## config.mk

```make
export PLATFORM = sky130hd
export DESIGN_NAME = ide_bm_status
export DESIGN_NICKNAME = d
export VERILOG_FILES = /design/src/rtl/ide_bm_stat_pkg.sv /design/src/rtl/irq_level_filter.sv /design/src/rtl/irq_edge_defer.sv /design/src/rtl/bm_chan_status.sv /design/src/rtl/ide_bm_status.sv
export SDC_FILE = /design/constraint.sdc
export NUM_CORES = 1
export LEC_CHECK = 0
export ABC_AREA = 0
export BUFFER_PORTS_ARGS = -buffer_cell sky130_fd_sc_hd__buf_2
export CELL_PAD_IN_SITES_DETAIL_PLACEMENT = 1
export CELL_PAD_IN_SITES_GLOBAL_PLACEMENT = 2
export CORE_ASPECT_RATIO = 1.5
export CORE_MARGIN = 3
export CORE_UTILIZATION = 19
export CTS_CLUSTER_DIAMETER = 60
export DETAILED_ROUTE_END_ITERATION = 12
export PLACE_DENSITY = 0.81
export SLEW_MARGIN = 20
export SYNTH_ARGS = -nofsm -noshare
export SYNTH_HDL_FRONTEND = slang
export SYNTH_SLANG_ARGS = --single-unit
```

## constraint.sdc

```tcl
create_clock -name clk -period 1.1 [get_ports clk]
set_input_delay 0.055 -clock clk [delete_from_list [all_inputs] [get_ports clk]]
set_output_delay 0.055 -clock clk [all_outputs]
set_load 0.05 [all_outputs]
```

## src/rtl/ide_bm_stat_pkg.sv

```systemverilog
package ide_bm_stat_pkg;

    localparam int STAT_W  = 8;
    localparam int BIT_SLV = 6;
    localparam int BIT_MST = 5;
    localparam int BIT_IRQ = 2;
    localparam int BIT_ERR = 1;
    localparam int BIT_ACT = 0;

    typedef struct packed {
        logic slv_cap;
        logic mst_cap;
        logic irq;
        logic err;
        logic act;
    } stat_t;

    typedef struct packed {
        logic irq_set;
        logic err_set;
        logic start_wr;
        logic start_val;
        logic eot;
    } hw_evt_t;

    function automatic logic [STAT_W-1:0] stat_to_byte(input stat_t s);
        logic [STAT_W-1:0] b;
        b          = '0;
        b[BIT_SLV] = s.slv_cap;
        b[BIT_MST] = s.mst_cap;
        b[BIT_IRQ] = s.irq;
        b[BIT_ERR] = s.err;
        b[BIT_ACT] = s.act;
        return b;
    endfunction

    // sticky flag: hardware set has priority over a software clear
    function automatic logic w1c_next(input logic cur, input logic set,
                                      input logic wr, input logic wbit);
        return set | (cur & ~(wr & wbit));
    endfunction

endpackage

```

## src/rtl/irq_level_filter.sv

```systemverilog
module irq_level_filter #(
    parameter int HOLD = 3
) (
    input  logic clk,
    input  logic rst,
    input  logic raw_i,
    output logic level_o
);
    localparam int CW = (HOLD < 2) ? 1 : $clog2(HOLD + 1);

    logic          level_q;
    logic [CW-1:0] run_q;

    always_ff @(posedge clk) begin
        if (rst) begin
            level_q <= 1'b0;
            run_q   <= '0;
        end else if (raw_i == level_q) begin
            run_q <= '0;
        end else if (run_q == CW'(HOLD - 1)) begin
            level_q <= raw_i;
            run_q   <= '0;
        end else begin
            run_q <= run_q + 1'b1;
        end
    end

    assign level_o = level_q;

    // the filtered level only moves to a value the input held at the previous edge
    a_r4_filter_follows_input: assert property (@(posedge clk) disable iff (rst)
        (level_q != $past(level_q)) |-> ($past(raw_i) == level_q));

endmodule

```

## src/rtl/irq_edge_defer.sv

```systemverilog
module irq_edge_defer (
    input  logic clk,
    input  logic rst,
    input  logic level_i,
    input  logic dir_to_mem_i,
    input  logic drain_busy_i,
    output logic set_o
);
    logic level_d_q;
    logic pend_q;
    logic blocked;
    logic want;

    assign blocked = dir_to_mem_i & drain_busy_i;
    assign want    = (level_i & ~level_d_q) | pend_q;
    assign set_o   = want & ~blocked;

    always_ff @(posedge clk) begin
        if (rst) begin
            level_d_q <= 1'b0;
            pend_q    <= 1'b0;
        end else begin
            level_d_q <= level_i;
            pend_q    <= want & blocked;
        end
    end

    // a held edge is released as soon as draining stops
    a_r6_pending_released: assert property (@(posedge clk) disable iff (rst)
        (pend_q && !drain_busy_i) |-> set_o);

endmodule

```

## src/rtl/bm_chan_status.sv

```systemverilog
module bm_chan_status
    import ide_bm_stat_pkg::*;
(
    input  logic              clk,
    input  logic              rst,
    input  logic              wr_i,
    input  logic [STAT_W-1:0] wdata_i,
    input  hw_evt_t           evt_i,
    output logic [STAT_W-1:0] rdata_o
);
    stat_t stat_q;
    stat_t stat_d;

    wire unused_wbits = ^{wdata_i[7], wdata_i[4:3], wdata_i[BIT_ACT]};

    always_comb begin
        stat_d         = stat_q;
        stat_d.slv_cap = wr_i ? wdata_i[BIT_SLV] : stat_q.slv_cap;
        stat_d.mst_cap = wr_i ? wdata_i[BIT_MST] : stat_q.mst_cap;
        stat_d.irq     = w1c_next(stat_q.irq, evt_i.irq_set, wr_i, wdata_i[BIT_IRQ]);
        stat_d.err     = w1c_next(stat_q.err, evt_i.err_set, wr_i, wdata_i[BIT_ERR]);
        if (evt_i.start_wr)
            stat_d.act = evt_i.start_val;
        else if (evt_i.eot)
            stat_d.act = 1'b0;
    end

    always_ff @(posedge clk) begin
        if (rst) stat_q <= '0;
        else     stat_q <= stat_d;
    end

    assign rdata_o = stat_to_byte(stat_q);

    // byte is zero right after reset
    a_r1_reset_zero: assert property (@(posedge clk) disable iff (rst)
        $past(rst) |-> (rdata_o == '0));
    // capability flags take the written value
    a_r3_caps_written: assert property (@(posedge clk) disable iff (rst)
        wr_i |=> (rdata_o[BIT_SLV:BIT_MST] == $past(wdata_i[BIT_SLV:BIT_MST])));
    // write-1 clears the interrupt flag when no set competes
    a_r5_irq_w1c: assert property (@(posedge clk) disable iff (rst)
        (wr_i && wdata_i[BIT_IRQ] && !evt_i.irq_set) |=> !rdata_o[BIT_IRQ]);
    // set beats clear
    a_r7_irq_set_wins: assert property (@(posedge clk) disable iff (rst)
        evt_i.irq_set |=> rdata_o[BIT_IRQ]);
    // error pulse sets bit 1
    a_r8_err_set: assert property (@(posedge clk) disable iff (rst)
        evt_i.err_set |=> rdata_o[BIT_ERR]);
    // start write determines the active bit
    a_r9_start_value: assert property (@(posedge clk) disable iff (rst)
        evt_i.start_wr |=> (rdata_o[BIT_ACT] == $past(evt_i.start_val)));
    // end-of-table clears active without a start write
    a_r9_eot_clears: assert property (@(posedge clk) disable iff (rst)
        (evt_i.eot && !evt_i.start_wr) |=> !rdata_o[BIT_ACT]);

endmodule

```

## src/rtl/ide_bm_status.sv

```systemverilog
module ide_bm_status
    import ide_bm_stat_pkg::*;
#(
    parameter int NUM_CHAN  = 2,
    parameter int FILT_HOLD = 3
) (
    input  logic                             clk,
    input  logic                             rst,
    input  logic [NUM_CHAN-1:0]              reg_wr,
    input  logic [NUM_CHAN-1:0][STAT_W-1:0]  reg_wdata,
    output logic [NUM_CHAN-1:0][STAT_W-1:0]  reg_rdata,
    input  logic [NUM_CHAN-1:0]              drv_irq,
    input  logic [NUM_CHAN-1:0]              xfer_err,
    input  logic [NUM_CHAN-1:0]              start_wr,
    input  logic [NUM_CHAN-1:0]              start_val,
    input  logic [NUM_CHAN-1:0]              eot_done,
    input  logic [NUM_CHAN-1:0]              dir_to_mem,
    input  logic [NUM_CHAN-1:0]              drain_busy
);
    for (genvar c = 0; c < NUM_CHAN; c++) begin : g_chan
        logic    irq_level;
        logic    irq_set;
        hw_evt_t evt;

        irq_level_filter #(.HOLD(FILT_HOLD)) u_filt (
            .clk     (clk),
            .rst     (rst),
            .raw_i   (drv_irq[c]),
            .level_o (irq_level)
        );

        irq_edge_defer u_defer (
            .clk          (clk),
            .rst          (rst),
            .level_i      (irq_level),
            .dir_to_mem_i (dir_to_mem[c]),
            .drain_busy_i (drain_busy[c]),
            .set_o        (irq_set)
        );

        assign evt = '{irq_set:   irq_set,
                       err_set:   xfer_err[c],
                       start_wr:  start_wr[c],
                       start_val: start_val[c],
                       eot:       eot_done[c]};

        bm_chan_status u_stat (
            .clk     (clk),
            .rst     (rst),
            .wr_i    (reg_wr[c]),
            .wdata_i (reg_wdata[c]),
            .evt_i   (evt),
            .rdata_o (reg_rdata[c])
        );

        // interrupt flag never rises from an edge taken while draining
        a_r6_no_rise_while_draining: assert property (@(posedge clk) disable iff (rst)
            $rose(reg_rdata[c][BIT_IRQ]) |-> !$past(dir_to_mem[c] && drain_busy[c]));
    end

endmodule

```

==> results of run 1 <==
repair_timing:
| action | in CTS | in global routing |
|---|---|---|
| pin swaps | 2 | 3 |
| endpoints found under the setup margin | 4 | 5 |
| gates cloned | 0 | 0 |
| resized for setup | 1 | 7 |
| buffers inserted | 0 | 0 |
layout make-up:
type	instances	area, um2	share of cell area [%]
inverter	4	15.0	1.44
multi-input combinational	56	343	32.8
tap	43	53.8	5.14
clock buffer	3	41.3	3.95
timing repair buffer	37	190	18.2
sequential	20	403	38.5
how the worst min path moves through the flow:
stage | startpoint | to | slack, ps
after detailed placement | xfer_err[0] | g_chan[0].u_stat.rdata_o[1] | 270
final | xfer_err[0] | g_chan[0].u_stat.rdata_o[1] | 10
after global routing | xfer_err[1] | g_chan[1].u_stat.rdata_o[1] | 6
after CTS | xfer_err[0] | g_chan[0].u_stat.rdata_o[1] | 2
after global placement | xfer_err[1] | g_chan[1].u_stat.rdata_o[1] | 260
after floorplan | xfer_err[0] | g_chan[0].u_stat.rdata_o[1] | 170
flip-flops by register name, indices dropped and copies added (netlist names):
register                  cells
g_chan.u_stat.rdata_o        10
g_chan.u_filt.level_o         2
g_chan.u_defer.pend_q         2
g_chan.u_filt.run_q           4
g_chan.u_defer.level_d_q      2
cell families (layout without fill, tap and decap cells):
family | after synthesis | count (layout) | synth area share (%)
XOR/XNOR | 2 | 2 | 2.28
flip-flops | 20 | 20 | 52.1
buffers and inverters | 12 | 44 | 8.96
AO/OA/AOI/OAI | 8 | 8 | 5.21
adder cells (fa/ha/maj) | 2 | 2 | 3.26
other | 1 | 6 | 0.488
multiplexers | 6 | 6 | 7.82
AND/OR/NAND/NOR | 32 | 32 | 19.9
power breakdown:
| part | leakage (nW) | switching [mW] | internal, mW | total (mW) |
|---|---|---|---|---|
| clock | 0.0216 | 0.225 | 0.243 | 0.469 |
| combinational | 0.299 | 0.181 | 0.0904 | 0.271 |
| sequential | 0.164 | 0.0162 | 0.756 | 0.773 |
layout by cell type, fill, tap and decap left out:
cell type	netlist	routed
conb_1	1	6
dfxtp_2	0	2
clkbuf_8	0	3
nand2b_1	2	2
nor3b_1	2	2
o21ai_0	2	2
a21oi_1	6	6
inv_2	0	1
buf_4	6	2
or3_4	0	2
nand3b_1	2	2
buf_2	1	35
ha_4	0	1
nor2_1	14	14
inv_1	4	3
xnor2_1	2	2
dfxtp_1	20	18
nand2_1	6	6
nor2b_1	2	2
mux2i_1	6	6
ha_2	0	1
nor3_1	2	2
worst max-delay path, stage by stage (launching register included):
cell	delay, ps
dfxtp_2	340
inv_2	40
ha_4	150
or3_4	380
nor2_1	100
layer usage:
metal  GRT usage, %  up-vias  wire, um
li1               -      330         -
met1           7.57      319       592
met2           15.7       17      1120
met3           1.70        4        92
met4           3.80        0        17
met5              0        -         0
==> run_results.csv, run 1 <==
group,metric,value,unit
cts,insertion_delay,250,ps
pwr,p_leak,0.485,nW
cts,cts_root_buffer,"clkbuf_8",
placement,place_ws,-23.7,ps
synthesis,synth.top_cells.by_count,"dfxtp_1 (20), nor2_1 (14)",
synthesis,ys_types,19,
synthesis,synth_cells,83,
layout,antenna_cells,0,
floorplan,fp.dieArea,4860,um2
synthesis,synth_top_cell_by_area,"dfxtp_1",
placement,dp_hpwl,1480,um
routing,first_pass_iters,1,
critical_path,crit_path_end,"g_chan[0].u_filt.run_q[0]",
critical_path,crit_path_end_kind,"flop",
sta,slew_violations,0,
global_routing,grtUsageTotal,8.10,%
placement,portBuffers,35,
cts,cts_num_sinks,20,
global_routing,grt_max_degree,21,
floorplan,die_x,57.9,um
routing,via_per_inst,4.11,
critical_path,critical_path_class,"reg -> reg",
synthesis,synth_most_common_cell,"dfxtp_1",
placement,dp_cells,160,
global_routing,grt_first_pass_wirelength,3120,um
critical_path,startpoint,"g_chan[0].u_filt.run_q[0]",
cts,ctsHoldBuffers,0,
sta,setup_violations,0,
synthesis,synth_seq_cells,20,
cts,clk_pin_slew,70,ps
cts,clockBufferDepth,2,
synthesis,synth_top_area_share,52.1,%
cts,numCtsBuffers,3,
layout,syn_to_final_growth,36.2,%
sta,finalHoldViolations,0,
routing,drt-total-wl,1820,um
synthesis,yosysSeqAreaShare,52.1,%
critical_path,crit-reg2reg-launch,"g_chan[0].u_filt.run_q[0]",
routing,vias,670,
global_routing,overflow,0,
cts,tritoncts,"yes",
routing,drc_errors,0,
critical_path,reg2reg_slack,30,ps
synthesis,synth.avg_cell_area,9.26,um2
layout,finalNonFillerCells,163,
synthesis,synth-warning-count,0,
sta,finalSetupTns,0,ps
layout,final_nets,158,
placement,place_congestion,0.647,
synthesis,synthTopCellsByArea,"dfxtp_1 (52%), mux2i_1 (7.8%), nor2_1 (6.8%), buf_4 (5.9%), a21oi_1 (3.9%)",
pwr,ir_worst_vdd,482,uV
routing,drt-initial-drc-count,0,
synthesis,synth_ff_type,"dfxtp_1",
floorplan,ios,50,
routing,ant_nets,0,
critical_path,cp_max_fo,2,
critical_path,r2r-end,"g_chan[0].u_filt.run_q[0]",
synthesis,synthArstFlopShare,0,%
placement,place_area,977,um2
sta,worst_hold_slack,10.5,ps
layout,fin_area,1050,um2
sta,clock.fmax,0.937,GHz
pwr,power_density,1450,nW/um2
sta,worst_slack,32.2,ps
layout,drive_gt1_share,39.2,%
critical_path,crit_arrival,1250,ps
critical_path,critPathLaunchType,"flop",
floorplan,core_area,3780,um2
min_path,worst_hold_path.num_cells,3,
synthesis,synth_edf_count,0,
layout,fin_util,27.6,%
critical_path,required,1290,ps
critical_path,r2r_cells,4,
layout,n_fill_cell,468,
min_path,hp-class,"in -> reg",
global_routing,grt_pass1_vias,742,
cts,h-tree-depth,1,
floorplan,die_h,83.9,um
routing,wire_per_inst,11.2,um
floorplan,start_util,20.3,%
sta,fin_crit,1070,ps
job,drv_cap,0,
floorplan,num_rows,27,
synthesis,syn_area,768,um2
outcome,status,"finished clean",
sta,final.setup_skew,1.38,ps
global_routing,grt_antenna_before_repair,0,
sta,finalCritPeriodShare,97.1,%
pwr,p_total,1.51,mW
sta,rsz0062_at_grt,"true",
(Power assumes the default switching activity.)
==> run 2: changes to the inputs <==
CTS_BUF_LIST = sky130_fd_sc_hd__clkbuf_16   (was default)
==> run 2 against run 1 <==
  * Clock power up 54%
  * Routed wire length down 0.71%
  * Critical path depth unchanged
  * Largest cell class unchanged
==> run_results.csv, run 2 (synthesis gave the netlist of run 1 again) <==
group,metric,value,unit
floorplan,fp.dieArea,4860,um2
routing,drt-total-wl,1810,um
outcome,status,"finished clean",
critical_path,r2r-end,"g_chan[0].u_filt.run_q[0]",
sta,final.setup_skew,0.231,ps
critical_path,crit-reg2reg-launch,"g_chan[0].u_filt.run_q[0]",
critical_path,r2r_cells,4,
cts,h-tree-depth,1,
layout,mostFrequentLayoutCell,"buf_2",
pwr,pwr-share-comb,15.4,%
pwr,p_leak,0.500,nW
cts,numCtsBuffers,3,
critical_path,reg2reg_slack,40,ps
routing,drc_errors,0,
floorplan,die_x,57.9,um
floorplan,die_h,83.9,um
sta,slew_violations,0,
pwr,sw_frac_of_total,25.0,%
placement,place_area,977,um2
floorplan,start_util,20.3,%
floorplan,ios,50,
critical_path,critical_path_class,"reg -> reg",
global_routing,grtUsageTotal,8.13,%
placement,place_congestion,0.647,
global_routing,grt_antenna_before_repair,0,
global_routing,grt_pass1_vias,733,
global_routing,busiest_layer,"met2",
job,drv_cap,0,
pwr,ir_worst_vdd,572,uV
global_routing,grt_first_pass_wirelength,3100,um
min_path,hold_start,"xfer_err[0]",
pwr,switching_power,441,uW
layout,largest_register_ff_count,10,
routing,vias,664,
layout,antenna_cells,0,
cts,clockBufferDepth,2,
cts,tritoncts,"yes",
layout,fin_area,1080,um2
global_routing,grt_max_degree,21,
sta,finalCritPeriodShare,96.6,%
cts,clk_pin_slew,50,ps
critical_path,critical_path.cell_chain,"inv_2, ha_4, or3_4, nor2_1",
routing,wire_per_inst,11.1,um
sta,finalSetupTns,0,ps
min_path,hp-class,"in -> reg",
sta,finalHoldViolations,0,
pwr,power_density,1640,nW/um2
min_path,worst_hold_path.num_cells,3,
sta,clock.fmax,0.941,GHz
pwr,p_total,1.77,mW
critical_path,crit_path_end_kind,"flop",
min_path,hold_end,"g_chan[0].u_stat.rdata_o[1]",
placement,dp_hpwl,1480,um
routing,via_per_inst,4.07,
pwr,power.share.clock,40.9,%
critical_path,crit_arrival,1240,ps
pwr,power_frac_seq,43.8,%
floorplan,core_area,3780,um2
sta,fin_crit,1060,ps
routing,first_pass_iters,1,
global_routing,grt.met2_usage,15.5,%
cts,cts_setup_buffers,0,
global_routing,grt_use_met3,2.17,%
sta,worst_hold_slack,17.0,ps
critical_path,critPathLaunchType,"flop",
routing,drt-initial-drc-count,0,
placement,portBuffers,35,
routing,ant_nets,0,
layout,syn_to_final_growth,40.4,%
critical_path,crit_slowest_cell,"or3_4",
cts,insertion_delay,240,ps
cts,cts_root_buffer,"clkbuf_16",
critical_path,cp_max_fo,2,
layout,layout_common_cells,"buf_2 (35), dfxtp_1 (19), nor2_1 (14)",
global_routing,overflow,0,
layout,drive_gt1_share,38.3,%
floorplan,num_rows,27,
pwr,p_int,1.33,mW
critical_path,slowest_delay,380,ps
sta,setup_violations,0,
cts,cts_num_sinks,20,
critical_path,required,1280,ps
layout,final_nets,158,
global_routing,met1_usage,7.57,%
run 2: routing by layer:
layer	vias up	share of wire (%)
li1	330	-
met3	4	5.1
met5	-	0
met2	17	62
met1	313	32
met4	0	0.94
run 2: worst max-delay path: cells and delay by family, from the launching register on:
kind	cells	cell delay, ps
adder cells (fa/ha/maj)	1	150
buffers and inverters	1	40
flip-flops	1	330
AND/OR/NAND/NOR	2	480
run 2: stage by stage:
| step | setup WS [ps] | util, % | std cells |
|---|---|---|---|
| global route | -4.53 | 28.5 | 163 |
| finish | 37.8 | 28.5 | 163 |
| detailed placement | -23.7 | 25.8 | 160 |
| floorplan | 41.5 | - | 88 |
| global placement | 31.6 | 25.8 | 160 |
| CTS | 23.4 | 27.8 | 163 |
run 2: power groups by stage:
stage               registers [mW]  logic (mW)  clock network, mW
finish                       0.773       0.271              0.722
global route                 0.777       0.297              0.800
CTS                          0.771       0.265              0.760
detailed placement           0.787       0.264                  0
global placement             0.785       0.254                  0
floorplan                    0.851       0.127                  0
run 2: layout make-up:
type / count / area [um2]
Clock buffer: 3 / 75.1
Multi-Input combinational cell: 56 / 343
Inverter: 4 / 15.0
Fill cell: 468 / 2710
Tap cell: 43 / 53.8
Timing Repair Buffer: 37 / 190
Sequential cell: 20 / 402
run 2: how the worst max path moves through the flow:
stage | startpoint | end | slack [ps] | cells after the start
5_1_grt | g_chan[1].u_filt.run_q[0] | g_chan[1].u_filt.run_q[1] | -5 | 4
3_5_place_dp | g_chan[1].u_filt.run_q[0] | g_chan[1].u_filt.run_q[0] | -20 | 4
6_report | g_chan[0].u_filt.run_q[0] | g_chan[0].u_filt.run_q[0] | 40 | 4
2_1_floorplan | g_chan[0].u_filt.run_q[0] | g_chan[0].u_filt.run_q[0] | 40 | 4
4_1_cts | g_chan[1].u_filt.run_q[0] | g_chan[1].u_filt.run_q[0] | 20 | 4
3_3_place_gp | g_chan[0].u_filt.run_q[0] | g_chan[0].u_filt.run_q[0] | 30 | 4
run 2: repair_timing:
| item | 4_1_cts | 5_1_grt |
|---|---|---|
| setup endpoints to repair | 4 | 6 |
| hold buffers | 0 | 0 |
| resized for setup | 0 | 7 |
| pin swaps | 2 | 3 |
